<file path="config.mk">
export PLATFORM = sky130hd
export DESIGN_NAME = spi_rw_slave
export DESIGN_NICKNAME = d
export VERILOG_FILES = /design/src/rtl/spi_rw_pkg.sv /design/src/rtl/spi_rw_ctrl.sv /design/src/rtl/spi_rw_datapath.sv /design/src/rtl/spi_rw_slave.sv
export SDC_FILE = /design/constraint.sdc
export NUM_CORES = 1
export LEC_CHECK = 0
export BUFFER_PORTS_ARGS = -buffer_cell sky130_fd_sc_hd__buf_2
export CORE_MARGIN = 5
export CORE_UTILIZATION = 54
export DETAILED_ROUTE_END_ITERATION = 12
export GPL_ROUTABILITY_DRIVEN = 0
export GPL_TIMING_DRIVEN = 0
export PLACE_DENSITY = 0.84
export SYNTH_ARGS = -nofsm -noshare
export SYNTH_HDL_FRONTEND = slang
export SYNTH_SLANG_ARGS = --single-unit
</file>
<file path="constraint.sdc">
create_clock -name clk -period 2.2 [get_ports clk]
set_clock_uncertainty 0.15 [all_clocks]
set_input_delay 0.33 -clock clk [delete_from_list [all_inputs] [get_ports clk]]
set_output_delay 0.33 -clock clk [all_outputs]
set_load 0.01 [all_outputs]
</file>
<file path="src/rtl/spi_rw_pkg.sv">
package spi_rw_pkg;

  typedef enum logic {
    PH_CMD   = 1'b0,
    PH_WDATA = 1'b1
  } phase_e;

  // Strobes from sequencer to datapath, valid for one system cycle
  typedef struct packed {
    logic clear;        // frame inactive
    logic sampleBit;    // rising serial edge
    logic captureCmd;   // last bit of a command byte
    logic commitWrite;  // last bit of a write data byte
    logic loadRead;     // falling edge ending a read command
    logic shiftOut;     // any other falling edge
  } ctrl_strobe_t;

endpackage

</file>
<file path="src/rtl/spi_rw_ctrl.sv">
module spi_rw_ctrl
  import spi_rw_pkg::*;
#(
  parameter int BYTE_W = 8
) (
  input  logic         clk,
  input  logic         rstN,
  input  logic         csN,
  input  logic         sclk,
  input  logic         rxMsb,
  output ctrl_strobe_t strb
);

  localparam int CNT_W = $clog2(BYTE_W);
  localparam logic [CNT_W-1:0] LAST_BIT = CNT_W'(BYTE_W - 1);

  logic             sclkQ;
  logic [CNT_W-1:0] bitCnt;
  phase_e           phase;
  logic             rdPending;
  logic             rise;
  logic             fall;
  logic             byteDone;

  assign rise     = !csN && sclk && !sclkQ;
  assign fall     = !csN && !sclk && sclkQ;
  assign byteDone = rise && (bitCnt == LAST_BIT);

  always_comb begin
    strb             = '0;
    strb.clear       = csN;
    strb.sampleBit   = rise;
    strb.captureCmd  = byteDone && (phase == PH_CMD);
    strb.commitWrite = byteDone && (phase == PH_WDATA);
    strb.loadRead    = fall && rdPending;
    strb.shiftOut    = fall && !rdPending;
  end

  always_ff @(posedge clk or negedge rstN) begin
    if (!rstN) begin
      sclkQ     <= 1'b0;
      bitCnt    <= '0;
      phase     <= PH_CMD;
      rdPending <= 1'b0;
    end else begin
      sclkQ <= sclk;
      if (csN) begin
        bitCnt    <= '0;
        phase     <= PH_CMD;
        rdPending <= 1'b0;
      end else begin
        if (rise) bitCnt <= bitCnt + 1'b1;
        if (strb.captureCmd) begin
          phase     <= rxMsb ? PH_WDATA : PH_CMD;
          rdPending <= !rxMsb;
        end
        if (strb.commitWrite) phase <= PH_CMD;
        if (fall) rdPending <= 1'b0;
      end
    end
  end

  // a deselected frame leaves the sequencer at a byte start
  p_frame_reset_r10: assert property (@(posedge clk) disable iff (!rstN)
    csN |=> (bitCnt == '0 && phase == PH_CMD && !rdPending));

  // a pending read is consumed by the very next falling edge
  p_read_single_load_r6: assert property (@(posedge clk) disable iff (!rstN)
    strb.loadRead |=> !rdPending);

endmodule

</file>
<file path="src/rtl/spi_rw_datapath.sv">
module spi_rw_datapath
  import spi_rw_pkg::*;
#(
  parameter int BYTE_W     = 8,
  parameter int ADDR_W     = 5,
  parameter int NUM_STATUS = 3
) (
  input  logic              clk,
  input  logic              rstN,
  input  ctrl_strobe_t      strb,
  input  logic              csN,
  input  logic              mosi,
  input  logic              odMode,
  input  logic [BYTE_W-1:0] regRdData,
  output logic              rxMsb,
  output logic [ADDR_W-1:0] regAddr,
  output logic [BYTE_W-1:0] regWrData,
  output logic              regWrEn,
  output logic              misoOut,
  output logic              misoOe
);

  localparam logic [ADDR_W-1:0] STATUS_LIMIT = ADDR_W'(NUM_STATUS);

  logic [BYTE_W-2:0] shiftIn;
  logic [BYTE_W-1:0] shiftOutQ;
  logic [ADDR_W-1:0] addrQ;
  logic [BYTE_W-1:0] wrDataQ;
  logic              wrEnQ;
  logic [BYTE_W-1:0] rdWord;
  logic              isStatus;

  assign rxMsb    = shiftIn[BYTE_W-2];
  assign isStatus = addrQ < STATUS_LIMIT;

  always_comb begin
    rdWord = regRdData;
    if (isStatus) rdWord[BYTE_W-1] = ^regRdData[BYTE_W-2:0];
  end

  always_ff @(posedge clk or negedge rstN) begin
    if (!rstN) begin
      shiftIn   <= '0;
      shiftOutQ <= '0;
      addrQ     <= '0;
      wrDataQ   <= '0;
      wrEnQ     <= 1'b0;
    end else begin
      wrEnQ <= 1'b0;
      if (strb.clear) begin
        shiftIn   <= '0;
        shiftOutQ <= '0;
      end else begin
        if (strb.sampleBit) shiftIn <= {shiftIn[BYTE_W-3:0], mosi};
        if (strb.captureCmd) addrQ <= {shiftIn[ADDR_W-2:0], mosi};
        if (strb.commitWrite) begin
          wrDataQ <= {shiftIn, mosi};
          wrEnQ   <= !isStatus;
        end
        if (strb.loadRead) shiftOutQ <= rdWord;
        else if (strb.shiftOut) shiftOutQ <= {shiftOutQ[BYTE_W-2:0], 1'b0};
      end
    end
  end

  assign regAddr   = addrQ;
  assign regWrData = wrDataQ;
  assign regWrEn   = wrEnQ;
  assign misoOut   = shiftOutQ[BYTE_W-1];
  assign misoOe    = !csN && (!odMode || !shiftOutQ[BYTE_W-1]);

  // status addresses never see a write strobe
  p_status_ro_r9: assert property (@(posedge clk) disable iff (!rstN)
    regWrEn |-> (regAddr >= STATUS_LIMIT));

  // write strobe lasts a single cycle
  p_wr_pulse_r5: assert property (@(posedge clk) disable iff (!rstN)
    regWrEn |=> !regWrEn);

  // open-drain drive never pushes a one
  p_od_release_r4: assert property (@(posedge clk) disable iff (!rstN)
    (odMode && misoOe) |-> !misoOut);

  // deselected output stays off
  p_hiz_idle_r3: assert property (@(posedge clk) disable iff (!rstN)
    (csN && $past(csN)) |-> !misoOe);

  // a new frame starts with a zero on the output
  p_first_zero_r11: assert property (@(posedge clk) disable iff (!rstN)
    (!csN && $past(csN)) |-> !misoOut);

endmodule

</file>
<file path="src/rtl/spi_rw_slave.sv">
module spi_rw_slave
  import spi_rw_pkg::*;
#(
  parameter int BYTE_W     = 8,
  parameter int ADDR_W     = 5,
  parameter int NUM_STATUS = 3
) (
  input  logic              clk,
  input  logic              rstN,
  input  logic              csN,
  input  logic              sclk,
  input  logic              mosi,
  input  logic              odMode,
  output logic              misoOut,
  output logic              misoOe,
  output logic [ADDR_W-1:0] regAddr,
  output logic [BYTE_W-1:0] regWrData,
  output logic              regWrEn,
  input  logic [BYTE_W-1:0] regRdData
);

  ctrl_strobe_t strb;
  logic         rxMsb;

  spi_rw_ctrl #(.BYTE_W(BYTE_W)) uCtrl (
    .clk   (clk),
    .rstN  (rstN),
    .csN   (csN),
    .sclk  (sclk),
    .rxMsb (rxMsb),
    .strb  (strb)
  );

  spi_rw_datapath #(
    .BYTE_W     (BYTE_W),
    .ADDR_W     (ADDR_W),
    .NUM_STATUS (NUM_STATUS)
  ) uData (
    .clk       (clk),
    .rstN      (rstN),
    .strb      (strb),
    .csN       (csN),
    .mosi      (mosi),
    .odMode    (odMode),
    .regRdData (regRdData),
    .rxMsb     (rxMsb),
    .regAddr   (regAddr),
    .regWrData (regWrData),
    .regWrEn   (regWrEn),
    .misoOut   (misoOut),
    .misoOe    (misoOe)
  );

endmodule

</file>
==> impl_metrics.yaml <==
die:
  core-area_um2: 2780
  io_pins: 30
  dieWidth_um: 63.9
  die_area_um2: 4080
  start_util_pct: 56.4
  die_y_um: 63.9
  num_rows: 19
clocking:
  cts_setup_buffers: 0
  cts_made_buffers: 5
  cts_sinks: 35
  clk_pin_slew_worst_paths_ps: 110
  insertion_delay_ps: 330
  cts_resized: 0
  htreeDepth: 2
  holdBufCountCts: 1
  root_buffer: "clkbuf_4"
  clockBufferDepth: 2
  cts_tree: "yes"
drt:
  wl_per_cell_um: 15.6
  drt-total-wl_mm: 3.15
  vias: 1108
  viasPerCell: 5.51
  ant_nets: 0
  drc_errors: 0
  drt_iter0_markers: 28
  drtPass1Iterations: 4
min_path:
  hold_end: "uData.shiftIn[0]"
  hp-class: "input pin to flip-flop"
  worstHoldPathCells: 3
  hold_start: "mosi"
power_and_ir_drop:
  powerDensity_nw_per_um2: 670
  p_leak_nw: 0.939
  peakVddDrop_uv: 681
sta:
  setup_viol: 0
  setup_slack_ps: 257
  relSlewSlack_pct: 48.8
  hold_viol: 0
  fmax_mhz: 515
  period_share_pct: 88.3
  tns_ps: 0
  min_period_ps: 1940
  tightest_slew_ps: 768
  rsz0062_at_grt: "no"
  slew_violations: 0
global_routing:
  grt_first_pass_wirelength_mm: 5.44
  grt-ovfl-total: 0
  grt_pass1_vias: 1140
  grt_max_degree: 36
  grtUsageMet2_pct: 27.9
  grt_util_met1_pct: 21.7
  grt.busiest_layer: "met2"
  use_met3_pct: 4.55
  grt_antenna_before_repair: 0
  grt_usage_pct: 17.2
synth:
  synth.avg_cell_area_um2: 12.0
  synth.net_count: 147
  ys_seq_elements: 35
  yosysUniqueCellTypes: 24
  syn_area_um2: 1570
  synth_seq_area_share_pct: 55.8
  yosysWarnings: 0
  syn_inst: 131
worst_setup_path:
  crit_top_cell: "ha_1"
  timing.rr.end: "uData.regWrData[2]"
  worst-path-buf-inv: 0
  max_stage_delay_ps: 410
  critPathMaxFanout: 9
  endpoint_kind: "flip-flop"
  arrival_ps: 2010
  path_class: "flip-flop to flip-flop"
  worstReg2RegStart: "uCtrl.bitCnt[0]"
  cp_cell_sequence: "ha_1, ha_1, nand3b_4, nor2_1, nand2_1, mux2_2"
  worst_ep_required_time_ps: 2260
  cp_top_family: "simple AND/OR/NAND/NOR gates"
  critPathSlowestCell: "dfrtp_1"
  start_kind: "flip-flop"
  reg2regPathDepth: 6
  reg2reg_slack_ps: 260
status:
  status: "complete, no violations"
placed_design:
  post-place-ws_ps: 240
  hpwl_mm: 2.31
  io_buffers: 29
  postPlaceCellArea_um2: 1750
layout:
  area_growth_pct: 18.5
  final_nets: 185
  antenna_cells: 0
  fill_cells: 205
  drive_gt1_share_pct: 34.1
  final_area_um2: 1860
run:
  maxCapViolCount: 0
## worst min-delay path: stages
cell,delay (ps)
buf_2,120
nand2_1,50
a21oi_1,50
## cell usage after synthesis
cell       number  share of area, %
buf_2           3              0.96
mux2i_1         7               4.5
buf_4           1              0.48
a2111oi_2       2               1.9
clkbuf_1        3              0.72
dfrtp_1        35                56
a211o_1         1              0.56
a21oi_1        12               3.8
and2b_1         1              0.48
mux2_2         13               9.3
xnor2_1         3               1.7
or2b_1          1              0.48
a31oi_1         1              0.40
nand2_1        19               4.5
xnor3_1         2               2.9
ha_1            2               1.6
nor2b_1         1              0.40
nand3b_4        1               1.3
nand2b_1        1              0.40
nor3b_1         1              0.48
nor3_4          1               1.0
a211oi_1        6               2.9
nor2_1         13               3.1
nand3_1         1              0.32
## how the worst max path moves through the flow
stage / slack, ps / endpoint / cells after the start / start
after floorplan: 440 / uData.regWrData[0] / 6 / uCtrl.bitCnt[0]
after global placement: 300 / uData.regWrData[0] / 6 / uCtrl.bitCnt[0]
after detailed placement: 240 / uData.regWrData[2] / 6 / uCtrl.bitCnt[0]
after CTS: 220 / uData.regWrData[2] / 6 / uCtrl.bitCnt[0]
after global routing: 160 / uData.regWrData[2] / 6 / uCtrl.bitCnt[0]
final: 260 / uData.regWrData[2] / 6 / uCtrl.bitCnt[0]
## through the flow
step                util (%)  cells  hold slack, ps  power, mW
finish                  66.8    201            93.7       1.25
global route            66.8    201            90.9       1.31
CTS                     66.5    200            5.87       1.26
detailed placement      63.0    191             287      0.782
global placement        63.0    191             279      0.777
floorplan                  -    131            -116      0.734
## layout make-up
type / count / area [µm²] / share of cell area (%)
well taps: 31 / 38.8 / 2.09
flip-flops and latches: 35 / 876 / 47.1
repair buffers: 31 / 165 / 8.88
multi-input cells: 89 / 659 / 35.5
plain buffers: 7 / 33.8 / 1.82
clock inverters: 2 / 35.0 / 1.88
clock buffers: 6 / 51.3 / 2.76
## flip-flops by register name, summed over array words and instances, names as in the netlist
name / count
uData.regWrEn: 1
uData.regWrData: 8
uData.shiftOutQ: 8
uCtrl.phase: 1
uCtrl.sclkQ: 1
uCtrl.bitCnt: 3
uCtrl.rdPending: 1
uData.regAddr: 5
uData.shiftIn: 7
## logic make-up (layout without fill, tap and decap cells)
group | count (synthesis) | after routing | share of synthesized area [%]
AO/OA/AOI/OAI | 22 | 22 | 9.57
adder cells (fa/ha/maj) | 2 | 2 | 1.59
AND/OR/NAND/NOR | 40 | 40 | 12.5
multiplexers | 20 | 20 | 13.8
XOR/XNOR | 5 | 5 | 4.55
buffers and inverters | 7 | 46 | 2.15
flip-flops | 35 | 35 | 55.8
## cell usage in the layout, fill, tap and decap left out, types with 2 or more instances in the layout
master and count:
a2111oi_2 2, mux2i_1 7, xnor2_1 3, clkbuf_1 3, dfrtp_1 35, nor2_1 13, buf_2 32, ha_1 2
xnor3_1 2, a211oi_1 6, nand2_1 19, dlygate4sd3_1 2, clkbuf_4 5, a21oi_1 12, mux2_2 13
## metal layers
metal,vias up,routed length [µm]
met2,23,1620
li1,527,-
met5,-,0
met1,553,1320
met3,5,148
met4,0,51
## report_power, final
group	internal, mW	switching, mW	total (mW)
Combinational	0.0486	0.0594	0.108
Clock	0.269	0.207	0.475
Sequential	0.655	0.00814	0.663
Total	0.972	0.274	1.25
Power figures use the tool's default switching activity.
